===== src/rtl/uam_pkg.sv =====
// Shared types for the undecoded address error monitor.
// Assumes at most one master access per cycle.
package uam_pkg;

    typedef enum logic [1:0] {
        SRC_CPU  = 2'd0,
        SRC_PCI  = 2'd1,
        SRC_DMA  = 2'd2,
        SRC_NONE = 2'd3
    } src_e;

    localparam int NSTAT     = 6;
    localparam int ST_CPU_RD = 0;
    localparam int ST_CPU_WR = 1;
    localparam int ST_PCI_RD = 2;
    localparam int ST_PCI_WR = 3;
    localparam int ST_DMA_RD = 4;
    localparam int ST_DMA_WR = 5;

    // Decoded fault event for one cycle
    typedef struct packed {
        logic [NSTAT-1:0] set;
        logic             cpu_any;
        logic             cpu_rd;
        logic             pci_any;
        logic             serr;
        logic             dma_desc;
        logic             dma_data;
    } evt_t;

endpackage


===== src/rtl/uam_classify.sv =====
// Turns the presented access into a fault event: which status bit to
// set and which response to raise. Purely combinational.
// Assumes acc fields are valid only when valid is high.
module uam_classify
    import uam_pkg::*;
(
    input  logic       valid,
    input  logic       miss,
    input  logic [1:0] src,
    input  logic       wr,
    input  logic       posted,
    input  logic       desc,
    input  logic       serr_en,
    output evt_t       evt
);

    logic fault;

    // Classify the fault by master and direction
    always_comb begin
        evt   = '0;
        fault = valid && miss;
        if (fault) begin
            case (src_e'(src))
                SRC_CPU: begin
                    evt.cpu_any = 1'b1;
                    evt.cpu_rd  = !wr;
                    evt.set[wr ? ST_CPU_WR : ST_CPU_RD] = 1'b1;
                end
                SRC_PCI: begin
                    evt.pci_any = 1'b1;
                    evt.serr    = wr && posted && serr_en;
                    evt.set[wr ? ST_PCI_WR : ST_PCI_RD] = 1'b1;
                end
                SRC_DMA: begin
                    evt.dma_desc = desc;
                    evt.dma_data = !desc;
                    evt.set[wr ? ST_DMA_WR : ST_DMA_RD] = 1'b1;
                end
                default: evt = '0;
            endcase
        end
    end

endmodule


===== src/rtl/uam_status.sv =====
// Sticky write-1-to-clear status word, per-channel DMA flags,
// first-fault processor address and the gated processor interrupt.
// Assumes a new set wins over a clear of the same bit.
module uam_status
    import uam_pkg::*;
#(
    parameter int ADDR_W = 32,
    parameter int DMA_CH = 4,
    parameter int CH_W   = 2
) (
    input  logic              clk,
    input  logic              rst_n,
    input  evt_t              evt,
    input  logic [ADDR_W-1:0] acc_addr,
    input  logic [CH_W-1:0]   acc_chan,
    input  logic              irq_en,
    input  logic              clr_valid,
    input  logic [NSTAT-1:0]  clr_stat,
    input  logic [DMA_CH-1:0] clr_chan,
    output logic [NSTAT-1:0]  stat_q,
    output logic [DMA_CH-1:0] chan_q,
    output logic [ADDR_W-1:0] addr_q,
    output logic              irq_q
);

    logic [NSTAT-1:0]  stat_d;
    logic [DMA_CH-1:0] chan_set;
    logic [DMA_CH-1:0] chan_d;
    logic              cpu_pending;

    // One-hot channel select for descriptor faults
    for (genvar g = 0; g < DMA_CH; g++) begin : g_chan
        assign chan_set[g] = evt.dma_desc && (acc_chan == CH_W'(g));
    end

    assign cpu_pending = stat_q[ST_CPU_RD] || stat_q[ST_CPU_WR];

    // Next status: clear first, then set wins
    always_comb begin
        stat_d = (stat_q & ~(clr_valid ? clr_stat : '0)) | evt.set;
        chan_d = (chan_q & ~(clr_valid ? clr_chan : '0)) | chan_set;
    end

    // Status, channel flags and interrupt registers
    always_ff @(posedge clk) begin
        if (!rst_n) begin
            stat_q <= '0;
            chan_q <= '0;
            irq_q  <= 1'b0;
        end else begin
            stat_q <= stat_d;
            chan_q <= chan_d;
            irq_q  <= stat_d[ST_CPU_WR] && irq_en;
        end
    end

    // First-fault processor address capture
    always_ff @(posedge clk) begin
        if (!rst_n)
            addr_q <= '0;
        else if (evt.cpu_any && !cpu_pending)
            addr_q <= acc_addr;
    end

    AST_ADDR_HOLD: assert property (@(posedge clk) disable iff (!rst_n)
        cpu_pending |=> $stable(addr_q));

    AST_IRQ_NEEDS_WR_ERR: assert property (@(posedge clk) disable iff (!rst_n)
        irq_q |-> stat_q[ST_CPU_WR]);

    for (genvar s = 0; s < NSTAT; s++) begin : g_sticky
        AST_STAT_STICKY: assert property (@(posedge clk) disable iff (!rst_n)
            (stat_q[s] && !(clr_valid && clr_stat[s])) |=> stat_q[s]);
    end

endmodule


===== src/rtl/uam_resp.sv =====
// Registered one-cycle response pulses for each master type.
// Assumes the event carries at most one master's fault.
module uam_resp
    import uam_pkg::*;
(
    input  logic clk,
    input  logic rst_n,
    input  evt_t evt,
    output logic bus_err_q,
    output logic abort_q,
    output logic serr_q,
    output logic term_q
);

    // Register the per-master responses
    always_ff @(posedge clk) begin
        if (!rst_n) begin
            bus_err_q <= 1'b0;
            abort_q   <= 1'b0;
            serr_q    <= 1'b0;
            term_q    <= 1'b0;
        end else begin
            bus_err_q <= evt.cpu_rd;
            abort_q   <= evt.pci_any;
            serr_q    <= evt.serr;
            term_q    <= evt.dma_data;
        end
    end

    AST_SERR_WITH_ABORT: assert property (@(posedge clk) disable iff (!rst_n)
        serr_q |-> abort_q);

    AST_ONE_RESPONSE: assert property (@(posedge clk) disable iff (!rst_n)
        $onehot0({bus_err_q, abort_q, term_q}));

endmodule


===== src/rtl/uam_monitor.sv =====
// Top of the undecoded address error monitor. Classifies each missed
// access, updates sticky status and drives registered responses.
// Assumes one master access per cycle; all outputs are registered.
module uam_monitor
    import uam_pkg::*;
#(
    parameter  int ADDR_W = 32,
    parameter  int DMA_CH = 4,
    localparam int CH_W   = (DMA_CH > 1) ? $clog2(DMA_CH) : 1
) (
    input  logic              clk,
    input  logic              rst_n,
    input  logic              acc_valid,
    input  logic              acc_miss,
    input  logic [1:0]        acc_src,
    input  logic              acc_wr,
    input  logic              acc_posted,
    input  logic              acc_desc,
    input  logic [CH_W-1:0]   acc_chan,
    input  logic [ADDR_W-1:0] acc_addr,
    input  logic              serr_en,
    input  logic              irq_en,
    input  logic              clr_valid,
    input  logic [NSTAT-1:0]  clr_stat,
    input  logic [DMA_CH-1:0] clr_chan,
    output logic [NSTAT-1:0]  err_status,
    output logic [DMA_CH-1:0] chan_err,
    output logic [ADDR_W-1:0] cpu_err_addr,
    output logic              cpu_bus_err,
    output logic              cpu_irq,
    output logic              pci_abort,
    output logic              pci_serr,
    output logic              dma_term
);

    evt_t evt;

    uam_classify u_classify (
        .valid   (acc_valid),
        .miss    (acc_miss),
        .src     (acc_src),
        .wr      (acc_wr),
        .posted  (acc_posted),
        .desc    (acc_desc),
        .serr_en (serr_en),
        .evt     (evt)
    );

    uam_status #(
        .ADDR_W (ADDR_W),
        .DMA_CH (DMA_CH),
        .CH_W   (CH_W)
    ) u_status (
        .clk       (clk),
        .rst_n     (rst_n),
        .evt       (evt),
        .acc_addr  (acc_addr),
        .acc_chan  (acc_chan),
        .irq_en    (irq_en),
        .clr_valid (clr_valid),
        .clr_stat  (clr_stat),
        .clr_chan  (clr_chan),
        .stat_q    (err_status),
        .chan_q    (chan_err),
        .addr_q    (cpu_err_addr),
        .irq_q     (cpu_irq)
    );

    uam_resp u_resp (
        .clk       (clk),
        .rst_n     (rst_n),
        .evt       (evt),
        .bus_err_q (cpu_bus_err),
        .abort_q   (pci_abort),
        .serr_q    (pci_serr),
        .term_q    (dma_term)
    );

    AST_CPU_RD_BUS_ERR: assert property (@(posedge clk) disable iff (!rst_n)
        (acc_valid && acc_miss && acc_src == 2'd0 && !acc_wr) |=> cpu_bus_err);

    AST_DESC_NO_TERM: assert property (@(posedge clk) disable iff (!rst_n)
        (acc_valid && acc_miss && acc_src == 2'd2 && acc_desc) |=> !dma_term);

    AST_PCI_ABORT: assert property (@(posedge clk) disable iff (!rst_n)
        (acc_valid && acc_miss && acc_src == 2'd1) |=> pci_abort);

endmodule


===== config.mk =====
export PLATFORM = sky130hd
export DESIGN_NAME = uam_monitor
export DESIGN_NICKNAME = d
export VERILOG_FILES = /design/src/rtl/uam_pkg.sv /design/src/rtl/uam_classify.sv /design/src/rtl/uam_status.sv /design/src/rtl/uam_resp.sv /design/src/rtl/uam_monitor.sv
export SDC_FILE = /design/constraint.sdc
export NUM_CORES = 1
export LEC_CHECK = 0
export BUFFER_PORTS_ARGS = -buffer_cell sky130_fd_sc_hd__buf_4
export CAP_MARGIN = 20
export CORE_ASPECT_RATIO = 1.75
export CORE_MARGIN = 2
export CORE_UTILIZATION = 44
export CTS_CLUSTER_DIAMETER = 50
export DETAILED_ROUTE_END_ITERATION = 6
export PLACE_DENSITY_LB_ADDON = 0.15
export SLEW_MARGIN = 20
export SYNTH_ARGS = -nofsm -noshare
export SYNTH_HDL_FRONTEND = slang
export SYNTH_SLANG_ARGS = --single-unit

===== constraint.sdc =====
create_clock -name clk -period 1.75 [get_ports clk]
set_input_delay 0.175 -clock clk [delete_from_list [all_inputs] [get_ports clk]]
set_output_delay 0.175 -clock clk [all_outputs]
set_load 0.01 [all_outputs]

# Word level (Yosys, flattened, before mapping)
# Cells that the tools add are included.
word_totals:
  reg_bits: 47
  inputBits: 56
  wordCells: 63
op_classes:
  order_cmp: 6
  n_eq_ne: 5
  mux: 16
  bitwise_logic: 6
  n_reduce_logical: 22
ops:
  columns: ["op", "n"]
  rows:
  - ["32-bit by 1-bit greater-or-equal comparator with 1-bit output (second input constant)", 3]
  - ["32-bit by 5-bit < comparator with 1-bit output (second input constant)", 3]
  - ["6-bit one-hot mux with 3 select lines", 1]
  - ["1-bit logical AND", 12]
  - ["12-bit 2-to-1 mux", 1]
  - ["1-bit demux with 3-bit select", 3]
  - ["3-bit AND reduction", 3]
  - ["6-bit bitwise AND", 1]
  - ["2-bit equality test (second input constant)", 3]
  - ["1-bit 2-to-1 mux", 6]
  - ["2-bit 2-to-1 mux", 3]
  - ["6-bit 2-to-1 mux", 1]
  - ["6-bit inverter", 1]
  - ["6-bit bitwise OR", 1]
  - ["4-bit bitwise AND", 1]
  - ["2-bit by 1-bit equality test with 1-bit output (second input constant)", 2]
  - ["2-bit zero test", 2]
  - ["4-bit 2-to-1 mux", 1]
  - ["4-bit inverter", 1]
  - ["4-bit bitwise OR", 1]
  - ["1-bit zero test", 3]
  - ["2-bit AND reduction", 1]
  - ["1-bit logical OR", 1]

# Depth between registers and ports, before layout
# Gate-level depths: netlist of run 1.
depth:
  depth_word: 9
  mapped_depth: 5
  mapped_depth_nobuf: 3

# Modules after synthesis
# Synthesis of run 1 repeated with hierarchy kept, for this count alone.
unflattened:
  hier_cells: 205
  hier_area_um2: 1948.1
modules_own_cells:
  columns: ["mod", "n_inst", "cells_each", "area_each_um2", "seq_area_each_um2"]
  rows:
  - ["uam_status", 1, 180, 1742.9, 860.8]
  - ["uam_resp", 1, 8, 105.1, 80.1]
  - ["uam_classify", 1, 17, 100.1, 0.0]

# Worst setup path before layout of run 1
# OpenSTA, ideal clock, no wires.
synth_timing:
  path_kind: "flip-flop to flip-flop"
  start: "reg u_status.stat_q[1]"
  end: "reg u_status.addr_q[10]"
  setup_time_ns: 0.072
  arrival_time_ns: 1.189
  required_time_ns: 1.678
  setup_slack_ns: 0.490
  path_stages_with_launch: 4
  path_buffers: 1
  synth_period_minus_slack_ns: 1.260
  path_cell_list: "dfxtp_1 nor4b_4 buf_6 mux2i_1"
synth_between:
  elab_chain_len: 3
synth_lines:
  columns: ["element", "line_no", "source"]
  rows:
  - ["start, declared", "uam_status.sv:20", "output logic [NSTAT-1:0] stat_q,"]
  - ["start signal, assigned", "uam_status.sv:51", "stat_q <= stat_d;"]
  - ["1-bit logical OR", "uam_status.sv:36", "assign cpu_pending = stat_q[ST_CPU_RD] || stat_q[ST_CPU_WR];"]
  - ["1-bit zero test", "uam_status.sv:61", "else if (evt.cpu_any && !cpu_pending)"]
  - ["1-bit logical AND", "uam_status.sv:61", null]
  - ["end signal, assigned", "uam_status.sv:62", "addr_q <= acc_addr;"]
  - ["end, declared", "uam_status.sv:22", "output logic [ADDR_W-1:0] addr_q,"]
# No other way between the ends.
# A chain may end at the register's enable or synchronous reset.

# Worst setup path after layout of run 1
layout_timing:
  start: "reg u_status.stat_q[1]"
  end: "reg u_status.addr_q[17]"
# Same word-level chain as after synthesis.

==> results of run 1 <==
## cell type report
cell class	instances	area, um2
clock inverters	1	30.0
clock buffers	6	72.6
repair buffers	104	806
multi-input cells	145	877
well taps	49	61.3
flip-flops and latches	47	941
fillers	366	1360
## sequential cells by signal, indices dropped and copies added (netlist names)
register          count
u_resp.bus_err_q      1
u_status.stat_q       6
u_status.irq_q        1
u_status.chan_q       4
u_resp.serr_q         1
u_resp.abort_q        1
u_status.addr_q      32
u_resp.term_q         1
## final timing paths
check | from | slack, ns | cells past startpoint | to
setup / recovery | u_status.stat_q[1]$_SDFF_PN0_ | 0.48 | 3 | u_status.addr_q[17]$_SDFFE_PN0P_
hold reg to reg | u_status.addr_q[18]$_SDFFE_PN0P_ | 0.46 | 2 | u_status.addr_q[18]$_SDFFE_PN0P_
hold / removal | irq_en | 0.10 | 3 | u_status.irq_q$_SDFF_PN0_
setup reg to reg | u_status.stat_q[1]$_SDFF_PN0_ | 0.48 | 3 | u_status.addr_q[17]$_SDFFE_PN0P_
## cell usage in the layout, fill, tap and decap left out
cell type,count
nand2_1,73
clkbuf_8,5
nand2b_1,2
nand4_1,1
nand3_1,1
nor4_1,1
bufinv_16,1
and3b_1,1
mux2i_1,32
dfxtp_1,47
nor2b_1,2
nand2_2,1
and2_1,1
and4b_1,1
clkbuf_1,1
a32oi_1,1
buf_4,102
a41oi_1,1
a21boi_0,9
nor3_1,3
o21a_1,5
nor2_1,6
buf_12,2
nor4b_4,1
nand4b_1,2
nand3b_1,1
## power by group through the flow
stage | combinational, uW | sequential [uW] | clock [uW]
finish | 247 | 1100 | 751
global route | 268 | 1100 | 820
CTS | 250 | 1100 | 774
detailed placement | 249 | 1120 | 0
global placement | 246 | 1120 | 0
floorplan | 92.0 | 1130 | 0
## metrics by stage
stage          hold slack (ns)  std cells  util (%)  total power [uW]
2_1_floorplan            0.298        205         -              1230
3_3_place_gp             0.394        345      64.7              1370
3_5_place_dp             0.402        345      64.7              1370
4_1_cts                 0.0974        352      67.2              2120
5_1_grt                 0.0981        352      67.2              2190
6_report                 0.103        352      67.2              2100
## logic make-up after synthesis
family                 count (synthesis)  synth area share [%]
and+or+nand+nor                       97                  22.9
AOI/OAI and AO/OA                     16                  6.48
buffers and inverters                 13                  3.90
muxes                                 32                  16.9
DFF                                   47                  49.7
## worst max-delay path: stages, from the launching register on
cell and delay [ns]:
dfxtp_1 0.36, nor4b_4 0.34, buf_12 0.28, mux2i_1 0.22
## metal layers
metal / vias to the layer above / GRT usage (%) / wire [um]
met4: 0 / 7.05 / 51
met5: - / 0 / 0
li1: 870 / - / -
met3: 5 / 6.29 / 385
met2: 69 / 32.9 / 2270
met1: 776 / 17.3 / 1540
==> impl_metrics.py, run 1 <==
metrics = {
    "yosys": {
        "avgSynthCellArea_um2": 9.23,
        "yosysMostFrequentCell": "nand2_1",
        "synth_cell_types": 25,
        "synth-edff-count": 0,
        "post_synth_instance_area_um2": 1890,
        "synth_seq_cells": 47,
        "yosysSeqAreaShare_pct": 49.7,
        "synth_common_cells": "73 x nand2_1, 47 x dfxtp_1, 32 x mux2i_1, 9 x a21boi_0, 7 x clkbuf_1",
        "synth_area_leaders": "dfxtp_1 50%, mux2i_1 17%, nand2_1 14%",
        "yosys.area.top_type_share_pct": 49.7,
        "yosys_warnings": 0,
        "ys.flop_type": "dfxtp_1",
        "yosysTopAreaCell": "dfxtp_1",
        "synth_nets": 261,
        "asyncSetResetFlopFracSynth_pct": 0,
        "syn_inst": 205,
    },
    "job": {
        "max-cap-violations": 0,
    },
    "status": {
        "status": "complete, no violations",
    },
    "worst_setup_path": {
        "required_ns": 1.97,
        "cp-end-kind": "flop",
        "worstSetupPathType": "reg -> reg",
        "critPathLaunchType": "flop",
        "arrival_ns": 1.49,
        "worstPathMaxFanout": 32,
    },
    "pwr": {
        "ir_worst_vdd_uv": 676,
        "pwr-share-clk_pct": 35.8,
        "leakagePower_uw": 0.00123,
        "p_sw_share_pct": 21.3,
        "p_comb_share_pct": 11.8,
        "seqPwrFrac_pct": 52.4,
        "p_sw_uw": 448,
        "p_per_area_nw_per_um2": 752,
        "p_int_uw": 1650,
    },
    "drt": {
        "wl_per_cell_um": 12.1,
        "detail-route-antenna-nets": 0,
        "drtIter0Drc": 35,
        "firstDrtPassIters": 4,
        "post_drt_via_cell_ratio": 4.89,
        "route.detailed.drc": 0,
        "via_count": 1720,
        "drt_wl_total_mm": 4.25,
    },
    "clock_network": {
        "tritoncts": "yes",
        "cts_max_path_buffers": 2,
        "postCtsHoldBufs": 0,
        "htreeDepth": 2,
        "postCtsSetupBuffers": 0,
        "cts-root-buf": "clkbuf_8",
        "clkLatencyLatePin_ns": 0.29,
        "cts.repair.resized": 0,
        "cts_buffers": 5,
        "cts.reportedPaths.clkPinSlew_ns": 0.08,
        "cts_num_sinks": 47,
    },
    "grt": {
        "antenna_found_initial": 0,
        "grt_max_degree": 49,
        "grt_pass1_wl_mm": 6.62,
        "grt_usage_pct": 18.1,
        "grt_pass1_vias": 1635,
        "grt.overflow.total": 0,
    },
    "sta": {
        "grt_setup_unrepaired": "false",
        "fin_crit_sh_pct": 72.5,
        "drv_slew": 0,
        "setup_slack_ns": 0.481,
        "slew_headroom_pct": 69.6,
        "tightest_slew_ns": 0.455,
        "fmax_mhz": 788,
        "fin_tns_setup_ns": 0,
        "hold_viol_final": 0,
        "finalSetupViolCount": 0,
        "skew_ns": 0.00311,
        "fin_crit_ns": 1.27,
    },
    "die": {
        "rows": 31,
        "io_pins": 103,
        "start_util_pct": 45.6,
        "die_y_um": 90.7,
        "core_um2": 4150,
        "fp.dieW_um": 53.6,
        "dieArea_um2": 4860,
    },
    "placement": {
        "hpwl_mm": 3.24,
        "io_buffers": 102,
        "place_congestion": 0.730,
        "placed_area_um2": 2690,
        "dp_slack_ns": 0.435,
    },
    "finish": {
        "fin_nets": 359,
        "num_antenna_cells": 0,
        "final_cell_area_um2": 2790,
        "layout-drive-gt1-share_pct": 37.0,
        "syn2layout_area_growth_pct": 47.4,
    },
    "worst_hold_path": {
        "hp-class": "in -> reg",
    },
}
Note: power is estimated with default switching activity, not from simulation.
==> run 2, diff against run 1 <==
Settings changed: CORE_UTILIZATION 44 to 40.
Clock period 1.75 ns to 1.1 ns, I/O delays scaled along.
==> run 2 against run 1 <==
The run now ends with setup timing left. Clock power grew 23%. Power grew 49%. Global-route usage shrank 1.0 points. Critical path type unchanged. Critical endpoint is now u_status.addr_q[12]$_SDFFE_PN0P_.
==> impl_metrics.py, run 2 (synthesis gave the netlist of run 1 again) <==
metrics = {
    "die": {
        "start_util_pct": 40.9,
        "core_um2": 4620,
        "fp.dieW_um": 56.0,
        "dieArea_um2": 5320,
        "die_y_um": 95.0,
        "io_pins": 103,
        "rows": 33,
    },
    "worst_setup_path": {
        "slowest_delay_ns": 0.34,
        "crit_path_top_delay_cell": "dfxtp_2",
        "cp-end-kind": "flop",
        "critPathLaunchType": "flop",
        "r2r_cells": 4,
        "arrival_ns": 1.42,
        "worst-path-stages": 4,
        "required_ns": 1.31,
        "worstPathMaxFanout": 8,
        "crit_buf_inv": 2,
        "worstPathCellList": "nor4b_4, buf_6, clkbuf_16, mux2i_1",
        "critPathTopFamily": "flip-flops",
        "worstSetupPathType": "reg -> reg",
    },
    "grt": {
        "grt_max_degree": 33,
        "grt_pass1_vias": 1662,
        "antenna_found_initial": 0,
        "grt_pass1_wl_mm": 7.27,
        "grt.overflow.total": 0,
        "grt_usage_pct": 17.1,
    },
    "drt": {
        "firstDrtPassIters": 3,
        "drt_wl_total_mm": 4.76,
        "drtIter0Drc": 28,
        "detail-route-antenna-nets": 0,
        "wl_per_cell_um": 12.9,
        "route.detailed.drc": 0,
        "post_drt_via_cell_ratio": 4.77,
        "via_count": 1756,
    },
    "pwr": {
        "seqPwrFrac_pct": 56.1,
        "p_sw_uw": 696,
        "ir_worst_vdd_uv": 913,
        "p_per_area_nw_per_um2": 1070,
        "leakagePower_uw": 0.00130,
        "p_total_uw": 3120,
        "p_int_uw": 2420,
        "p_comb_share_pct": 14.2,
        "pwr-share-clk_pct": 29.7,
        "p_sw_share_pct": 22.3,
    },
    "finish": {
        "fin_util_pct": 63.2,
        "layout_common_cells": "110 x buf_4, 73 x nand2_1, 46 x dfxtp_1, 32 x mux2i_1, 8 x a21boi_0",
        "layout-drive-gt1-share_pct": 40.2,
        "num_antenna_cells": 0,
        "layout_commonest_cell": "buf_4",
        "seqCellArea_um2": 942,
        "top_register": "u_status.addr_q",
        "multi_input_area_um2": 885,
        "fin_nets": 373,
        "largest_register_ffs": 32,
        "syn2layout_area_growth_pct": 54.6,
        "reg_top3": "u_status.addr_q (32), u_status.stat_q (6), u_status.chan_q (4)",
        "fillers": 430,
    },
    "sta": {
        "fin_crit_ns": 1.22,
        "finalSetupViolCount": 32,
        "grt_setup_unrepaired": "true",
        "slew_headroom_pct": 75.8,
        "skew_ns": 0.00201,
        "tightest_slew_ns": 0.360,
        "drv_slew": 0,
        "fin_crit_sh_pct": 110,
        "fmax_mhz": 823,
        "hold_viol_final": 0,
        "setup_slack_ns": -0.115,
        "fin_hold_ws_ns": 0.0531,
        "fin_tns_setup_ns": -2.77,
    },
    "clock_network": {
        "htreeDepth": 2,
        "postCtsHoldBufs": 0,
        "cts.reportedPaths.clkPinSlew_ns": 0.08,
        "clkLatencyLatePin_ns": 0.28,
        "cts_num_sinks": 47,
        "cts_max_path_buffers": 2,
        "cts-root-buf": "clkbuf_8",
        "tritoncts": "yes",
        "cts_buffers": 5,
    },
    "placement": {
        "io_buffers": 102,
        "hpwl_mm": 3.50,
        "place_congestion": 0.726,
        "dp_slack_ns": -0.141,
    },
    "status": {
        "violations": "setup timing",
        "status": "finished with violations",
    },
    "worst_hold_path": {
        "hp-class": "in -> reg",
        "whs_path_depth": 3,
    },
    "job": {
        "max-cap-violations": 0,
    },
}
==> run 2: worst paths after layout <==
| check | from | to | slack [ns] |
|---|---|---|---|
| setup / recovery | u_status.stat_q[0]$_SDFF_PN0_ | u_status.addr_q[12]$_SDFFE_PN0P_ | -0.12 |
| hold / removal | irq_en | u_status.irq_q$_SDFF_PN0_ | 0.05 |
| setup reg to reg | u_status.stat_q[0]$_SDFF_PN0_ | u_status.addr_q[12]$_SDFFE_PN0P_ | -0.12 |
| hold reg to reg | u_status.addr_q[30]$_SDFFE_PN0P_ | u_status.addr_q[30]$_SDFFE_PN0P_ | 0.46 |
==> run 2: area by class of cell <==
cell class,instances,area share [%]
repair buffers,118,32.8
flip-flops and latches,47,32.2
multi-input cells,145,30.3
clock buffers,6,2.48
well taps,52,2.23
==> run 2: timing repair <==
| action | 4_1_cts | 5_1_grt |
|---|---|---|
| cloned | 0 | 3 |
| buffers inserted | 0 | 1 |
| gates resized for setup | 0 | 8 |
| setup endpoints to repair | 32 | 34 |
| hold endpoints to repair | 0 | 0 |
| pin swaps | 0 | 1 |
==> run 2: metrics by stage <==
step / instances / instance area, um2
detailed placement: 358 / 2790
global route: 368 / 2920
floorplan: 205 / 1890
finish: 368 / 2920
CTS: 364 / 2860
global placement: 358 / 2790
==> run 2: worst reg2reg max path, cell delays in order, from the launching register on <==
cell and delay, ns:
dfxtp_2 0.34, nor4b_4 0.27, buf_6 0.16, clkbuf_16 0.16
mux2i_1 0.20
==> run 2: power groups by stage <==
stage	Sequential (uW)	Combinational [uW]	Clock, uW
after CTS	1750	435	971
after floorplan	1800	147	0
after global placement	1790	429	0
after detailed placement	1790	434	0
after global routing	1750	485	1040
final	1750	444	924
==> run 2: per-layer routing <==
metal | part of all wire [%] | GRT usage, % | up-vias
met5 | 0 | 0 | -
met4 | 0.72 | 5.36 | 0
met3 | 7.7 | 5.07 | 2
met2 | 54 | 32.1 | 67
met1 | 37 | 18.0 | 790
li1 | - | - | 897
